[src/rtl/sec_pkg.sv]
package sec_pkg;

    // Strobe machine states
    typedef enum logic {
        ST_COUNTING = 1'b0,
        ST_STROBE   = 1'b1
    } strobe_state_t;

    // Which line clock is currently feeding the counter
    typedef enum logic {
        SRC_CHAN_A = 1'b0,
        SRC_CHAN_B = 1'b1
    } tick_src_t;

endpackage

[src/rtl/sec_src_sel.sv]
module sec_src_sel
    import sec_pkg::*;
(
    input  logic      clk,
    input  logic      rst_n,
    input  logic      tick_a,
    input  logic      tick_b,
    input  logic      lost_a,
    output logic      tick_sel,
    output tick_src_t src
);

    always_comb begin
        src = lost_a ? SRC_CHAN_B : SRC_CHAN_A;
    end

    always_comb begin
        unique case (src)
            SRC_CHAN_A: tick_sel = tick_a;
            SRC_CHAN_B: tick_sel = tick_b;
            default:    tick_sel = 1'b0;
        endcase
    end


    a_only_chk: assert property (@(posedge clk) disable iff (!rst_n)
        (!lost_a && !tick_a) |-> !tick_sel);


    b_only_chk: assert property (@(posedge clk) disable iff (!rst_n)
        (lost_a && !tick_b) |-> !tick_sel);

endmodule

[src/rtl/sec_tick_counter.sv]
module sec_tick_counter #(
    parameter int T1_TICKS = 1544000,
    parameter int E1_TICKS = 2048000,
    parameter int CW       = 21
) (
    input  logic          clk,
    input  logic          rst_n,
    input  logic          tick,
    input  logic          mode_e1,
    output logic [CW-1:0] count,
    output logic          at_end
);

    localparam logic [CW-1:0] T1_LAST = CW'(T1_TICKS - 1);
    localparam logic [CW-1:0] E1_LAST = CW'(E1_TICKS - 1);

    logic [CW-1:0] last_val;

    always_comb begin
        last_val = mode_e1 ? E1_LAST : T1_LAST;
        // At or beyond: a shrink of the limit mid-interval ends it on the next tick
        at_end   = (count >= last_val);
    end

    always_ff @(posedge clk) begin
        if (!rst_n) begin
            count <= '0;
        end else if (tick) begin
            if (at_end) begin
                count <= '0;
            end else begin
                count <= count + 1'b1;
            end
        end
    end


    hold_no_tick_chk: assert property (@(posedge clk) disable iff (!rst_n)
        !tick |=> $stable(count));


    wrap_zero_chk: assert property (@(posedge clk) disable iff (!rst_n)
        (tick && at_end) |=> (count == '0));


    reset_clear_chk: assert property (@(posedge clk)
        !rst_n |=> (count == '0));

endmodule

[src/rtl/sec_strobe_fsm.sv]
module sec_strobe_fsm
    import sec_pkg::*;
(
    input  logic clk,
    input  logic rst_n,
    input  logic tick,
    input  logic at_end,
    output logic pulse
);

    strobe_state_t state_q, state_d;

    // Next-state logic
    always_comb begin
        state_d = state_q;
        unique case (state_q)
            ST_COUNTING: if (tick && at_end) state_d = ST_STROBE;   // term_hit
            ST_STROBE:   if (tick)           state_d = ST_COUNTING; // strobe_done
            default:                         state_d = ST_COUNTING;
        endcase
    end

    // State register
    always_ff @(posedge clk) begin
        if (!rst_n) begin
            state_q <= ST_COUNTING;
        end else begin
            state_q <= state_d;
        end
    end

    // Output decode
    always_comb begin
        unique case (state_q)
            ST_STROBE:   pulse = 1'b1;
            ST_COUNTING: pulse = 1'b0;
            default:     pulse = 1'b0;
        endcase
    end


    rise_on_term_chk: assert property (@(posedge clk) disable iff (!rst_n)
        (tick && at_end && !pulse) |=> pulse);


    fall_on_tick_chk: assert property (@(posedge clk) disable iff (!rst_n)
        (pulse && tick) |=> !pulse);


    hold_high_chk: assert property (@(posedge clk) disable iff (!rst_n)
        (pulse && !tick) |=> pulse);


    reset_low_chk: assert property (@(posedge clk)
        !rst_n |=> !pulse);

endmodule

[src/rtl/sec_pulse_timer.sv]
module sec_pulse_timer
    import sec_pkg::*;
#(
    parameter int T1_TICKS = 1544000,
    parameter int E1_TICKS = 2048000
) (
    input  logic clk,
    input  logic rst_n,
    input  logic mode_e1,
    input  logic lclk_tick_a,
    input  logic lclk_tick_b,
    input  logic lclk_lost_a,
    output logic sec_pulse
);

    localparam int MAX_TICKS = (T1_TICKS > E1_TICKS) ? T1_TICKS : E1_TICKS;
    localparam int CW        = $clog2(MAX_TICKS + 1);

    logic          tick_sel;
    tick_src_t     src;
    logic [CW-1:0] count;
    logic          at_end;

    sec_src_sel u_sel (
        .clk      (clk),
        .rst_n    (rst_n),
        .tick_a   (lclk_tick_a),
        .tick_b   (lclk_tick_b),
        .lost_a   (lclk_lost_a),
        .tick_sel (tick_sel),
        .src      (src)
    );

    sec_tick_counter #(
        .T1_TICKS (T1_TICKS),
        .E1_TICKS (E1_TICKS),
        .CW       (CW)
    ) u_cnt (
        .clk     (clk),
        .rst_n   (rst_n),
        .tick    (tick_sel),
        .mode_e1 (mode_e1),
        .count   (count),
        .at_end  (at_end)
    );

    sec_strobe_fsm u_fsm (
        .clk    (clk),
        .rst_n  (rst_n),
        .tick   (tick_sel),
        .at_end (at_end),
        .pulse  (sec_pulse)
    );


    ignore_a_chk: assert property (@(posedge clk) disable iff (!rst_n)
        (src == SRC_CHAN_B && !lclk_tick_b) |=> $stable(count));


    ignore_b_chk: assert property (@(posedge clk) disable iff (!rst_n)
        (src == SRC_CHAN_A && !lclk_tick_a) |=> ($stable(count) && $stable(sec_pulse)));


    switch_keeps_chk: assert property (@(posedge clk) disable iff (!rst_n)
        ($past(lclk_lost_a) != lclk_lost_a && !tick_sel) |=> $stable(count));

endmodule

[config.mk]
export PLATFORM = sky130hd
export DESIGN_NAME = sec_pulse_timer
export DESIGN_NICKNAME = d
export VERILOG_FILES = /design/src/rtl/sec_pkg.sv /design/src/rtl/sec_src_sel.sv /design/src/rtl/sec_tick_counter.sv /design/src/rtl/sec_strobe_fsm.sv /design/src/rtl/sec_pulse_timer.sv
export SDC_FILE = /design/constraint.sdc
export NUM_CORES = 1
export LEC_CHECK = 0
export BUFFER_PORTS_ARGS = -buffer_cell sky130_fd_sc_hd__buf_2
export CORE_UTILIZATION = 50
export CTS_CLUSTER_DIAMETER = 200
export DETAILED_ROUTE_END_ITERATION = 8
export GPL_TIMING_DRIVEN = 0
export HOLD_SLACK_MARGIN = 0.02
export PLACE_DENSITY = 0.65
export SYNTH_ARGS = -nofsm -noshare
export SYNTH_HDL_FRONTEND = slang
export SYNTH_SLANG_ARGS = --single-unit
[constraint.sdc]
create_clock -name clk -period 2.6 [get_ports clk]
set_input_delay 0.52 -clock clk [delete_from_list [all_inputs] [get_ports clk]]
set_output_delay 0.52 -clock clk [all_outputs]
set_load 0.01 [all_outputs]
After elaboration in Yosys (flattened, before gate mapping)
Index checks and enable logic that the tools add are counted.
- register bits after elaboration: 22
- output and inout bits: 1
- memories: 0
- memory bits (read-only): 0
- memory bits (writable): 0
- input bits: 6
- bits in latches: 0
- word-level logic and storage cells: 15
- $add $sub $neg: 1
- $lt $le $gt $ge: 1
- mux-type cells: 8
- shifts and indexed selects: 0
- equality and inequality tests: 0
- div/mod/pow operators: 0
- multipliers: 0
- bitwise gates (word level): 2
- reduce and logical (&&, ||, !) cells: 1
- operator list (operator ; count):
    21-bit by 1-bit adder with 21-bit output, second input constant ; 1
    21-bit >= comparator ; 1
    21-bit two-way mux ; 1
    20-bit two-way mux ; 1
    1-bit case mux with 2 select lines ; 3
    1-bit two-way mux ; 3
    1-bit NOT ; 2
    1-bit logical AND ; 1

Depth between registers and ports, before layout
- word-level depth: 6
- gate-level depth with buffers: 7
- depth with buffers taken out: 6

Modules after synthesis
Synthesis repeated with hierarchy kept, for this count alone.
- cell total of the unflattened synthesis: 135
- area, all modules: 1231.2 um^2
- by module, submodules not included (module ; sequential area each (um^2) ; times used ; area an instance (um^2) ; cells an instance):
    sec_tick_counter ; 420.4 ; 1 ; 1168.6 ; 129
    sec_strobe_fsm ; 20.0 ; 1 ; 40.0 ; 4
    sec_src_sel ; 0.0 ; 1 ; 22.5 ; 2

Worst setup path after synthesis
Ideal clock, no wire load.
- path type: input to register
- from: input port mode_e1
- to: register u_cnt.count[15]
- stages: 7
- data arrival time: 2.012 ns
- setup slack: 0.502 ns
- buffers on the path: 1
- setup time: 0.086 ns
- data required time: 2.514 ns
- cell sequence: inv_1 ha_1 or4_1 a31oi_1 a311oi_1 clkbuf_1 a211oi_1
- cells in the longest elaborated chain, start to end: 3
- ends and longest elaborated chain (item ; RTL line ; text):
    start, declared ; sec_pulse_timer.sv:9 ; input logic mode_e1,
    20-bit two-way mux ; sec_tick_counter.sv:20 ; last_val = mode_e1 ? E1_LAST : T1_LAST;
    21-bit >= comparator ; sec_tick_counter.sv:22 ; at_end = (count >= last_val);
    21-bit two-way mux ; sec_tick_counter.sv:29 ; if (at_end) begin
    end signal, assigned ; sec_tick_counter.sv:32 ; count <= count + 1'b1;
    end, declared ; sec_tick_counter.sv:10 ; output logic [CW-1:0] count,
Every way passes these cells.
A chain may end at the register's enable or synchronous reset.

Worst setup path in the final report
- from: input port mode_e1
- to: register u_cnt.count[6]
Same word-level chain as after synthesis.

==> impl_results.md <==
- Longest Clk Path Bufs: 2
- Hold path start: rst_n
- Chip width: about 52 um
- Post-CTS Setup Bufs: 0
- Post-synth EDFFs: 0
- Clock transition at path regs: 0.14 ns
- Main synth FF type: dfxtp_1
- R2R Setup Slk: roughly 0.5 ns
- Max_cap viols: 0
- Minimum clock period: 2.16 ns
- Initial Utilization: between 50 and 60%
- Clock Skew: 0.0146 ns
- Crit path DAT: 2.42 ns
- Gpl congestion: 0.780
- Vias in the first global route: 1046
- N_diodes: 0
- CP Data Required Time: approximately 2.9 ns
- RSZ-0062 raised after global routing: false
- Root buf cell: clkbuf_4
- Final count of hold timing violations: 0
- Layout cell share with drive strength beyond 1: 16.0%
- CP bufs+invs: 3
- Headroom to the max-slew limit: a little under 70%
- Final Max Slew Viols: 0
- P_leak: 0.476 nW
- Cell Area, Synth: ~0.0013 mm^2
- Worst-Margin Slew: 0.463 ns
- Synth Area per Inst: ~9 um^2
- Footprint of the multi-input gates: 764 um^2
- CTS Buf Count: 3
- Crit. End Element: register
- CTS tree: done
- Dpl hpwl: 2000 um
- Synth top area share: 34.9%
- Detailed Route WL: 2740 um
- Final period util: 83.1%
- Die ar.: 0.00273 mm^2
- Worst reg2reg endpoint: u_cnt.count[17]$_SDFFE_PN0P_
- Synth async-reset ratio: 0%
- R2R cell count: 5
- Critical path class: in2reg
- HP Class: in2reg
- Drt wl/cell: 15.4 um
- Routed Antenna Nets: 0
- Post_cts resized: 0
- Post-Syn Nets: 153
- CP delay by family, top: simple AND/OR/NAND/NOR gates
- Initial antenna violation count: 0
- Critical Path Fanout Max: 10
- Slowest Stage Delay on Critical Path: 0.50 ns
- Latest clock arrival within the worst-skew pair: approximately 0.33 ns
- Detailed-route via count: around 1100
- Final layout net count: 164
- Layout area overhead: 9.33%
- I/O pin total: 7
- Commonest cells after routing, fill and taps aside: dfxtp_1, nor3_1, nand3_1, o21ai_0, a211oi_1
- Commonest non-fill, non-tap cell in the layout: dfxtp_1
- Yosys warns: 0
- Worst-path cell chain: buf_2 -> inv_1 -> ha_1 -> or4_1 -> a31oi_1 -> a311oi_1 -> clkbuf_1 -> nor3_1
- Highest clock rate: 463 MHz
- Pwr/cell area: 478 mW/mm^2
- Critical Path Start Type: input pin
- Cell taking the most area after synthesis: dfxtp_1
- Final core utilization: 60.0%
- Die Y: ~52 um
- H-tree depth: 1
- Global-route wire length before repair: 4700 um
- Outcome: complete, no violations
- GRT Overall Usage: between 20% and 30%
- Final setup fails: 0
- Fill cells: 205
- CP max-delay cell: or4_1
- WHS Path Cells: 3
- Sink Count: 22
- Register area: 440 um^2
- Core area: 0.00230 mm^2
- DRC: 0
- Via density: 6.27
- Worst Hold End: u_fsm.state_q$_SDFF_PN0_
- Setup_tns: 0 ns
- Iteration-0 DRC count of the detailed router: 20
- Register area share after synthesis: between 30% and 40%
- # rows: 17
- Port Buffers: 6
- Worst VDD drop: 0.000310 V
- DR pass1 iterations: 4
- Pin count of the biggest net entering global routing: 14
- Reg-to-Reg Start: u_cnt.count[0]$_SDFFE_PN0P_
- Synth Instances: 140
- Hold_buf cts: 0
- Yosys reg bits: 22
- Dominant cells by area after synthesis: dfxtp_1, ha_1, a211oi_1
- Final global-route overflow total: 0
- Synth unique cells: 35
==> registers in the layout (all words and copies together) (netlist names) <==
| signal | flops |
|---|---|
| u_cnt.count | 21 |
| u_fsm.state_q | 1 |
==> tightest hold or removal path: cells and delay by family <==
family | cells | cell delay (ns)
buf+inv | 1 | 0.11
compound gates | 1 | 0.07
simple gates | 1 | 0.06
==> final cells by class <==
class                   instances  share of cell area, %
multi-input cells             108                   55.4
flip-flops and latches         22                   31.9
plain buffers                   7                   3.27
well taps                      28                   2.54
clock inverters                 1                   2.18
repair buffers                  6                   2.18
clock buffers                   3                   1.63
inverters                       3                  0.817
==> per-stage QoR <==
step / std cells / setup WS, ns / cell area [um^2] / total power [W] / hold WS, ns
after global placement: 174 / 0.135 / 1330 / 0.000391 / 0.470
after floorplan: 140 / 0.502 / 1260 / 0.000381 / 0.473
final: 178 / 0.441 / 1380 / 0.000659 / 0.462
after CTS: 178 / 0.432 / 1380 / 0.000663 / 0.457
after detailed placement: 174 / 0.107 / 1330 / 0.000393 / 0.485
after global routing: 178 / 0.234 / 1380 / 0.000679 / 0.472
==> per-layer routing <==
metal / up-vias / wire length (um) / track usage [%]
met3: 7 / 56 / 2.90
met2: 10 / 1250 / 39.3
met4: 0 / 69 / 12.3
li1: 569 / - / -
met1: 530 / 1360 / 29.6
met5: - / 0 / 0
==> synth_stat cells (all sizes together) (2+ instances only) <==
library cell	instances
nor3	10
ha	7
nand3	9
buf	3
xnor2	2
or4	6
inv	3
o21ai	9
and2	2
or2	3
nand2	8
o31ai	4
nand4	7
xor2	6
and3	3
a211oi	12
dfxtp	22
or3	9
and4	3
clkbuf	3
==> worst max path at each step <==
stage / start / endpoint / slack [ns] / cells after the start
4_1_cts: mode_e1 / u_cnt.count[6]$_SDFFE_PN0P_ / 0.43 / 8
6_report: mode_e1 / u_cnt.count[6]$_SDFFE_PN0P_ / 0.44 / 8
2_1_floorplan: mode_e1 / u_cnt.count[15]$_SDFFE_PN0P_ / 0.50 / 7
5_1_grt: mode_e1 / u_cnt.count[1]$_SDFFE_PN0P_ / 0.23 / 8
3_3_place_gp: mode_e1 / u_cnt.count[2]$_SDFFE_PN0P_ / 0.14 / 8
3_5_place_dp: mode_e1 / u_cnt.count[6]$_SDFFE_PN0P_ / 0.11 / 8
==> kinds of logic after synthesis <==
group	count (synthesis)	share of synthesized area [%]
xor gates and xnor gates	8	5.56
AOI/OAI and AO/OA	31	18.2
and+or+nand+nor	60	28.3
buffers and inverters	10	4.46
adders and majority gates	7	6.94
DFF	22	34.9
muxes	2	1.69
==> report_power, final <==
part	internal, W	switching (W)	total [W]
Combinational	0.0000176	0.0000234	0.0000410
Sequential	0.000341	0.00000399	0.000345
Clock	0.000156	0.000117	0.000273
Total	0.000515	0.000144	0.000659
Note: power is estimated with default switching activity, not from simulation.
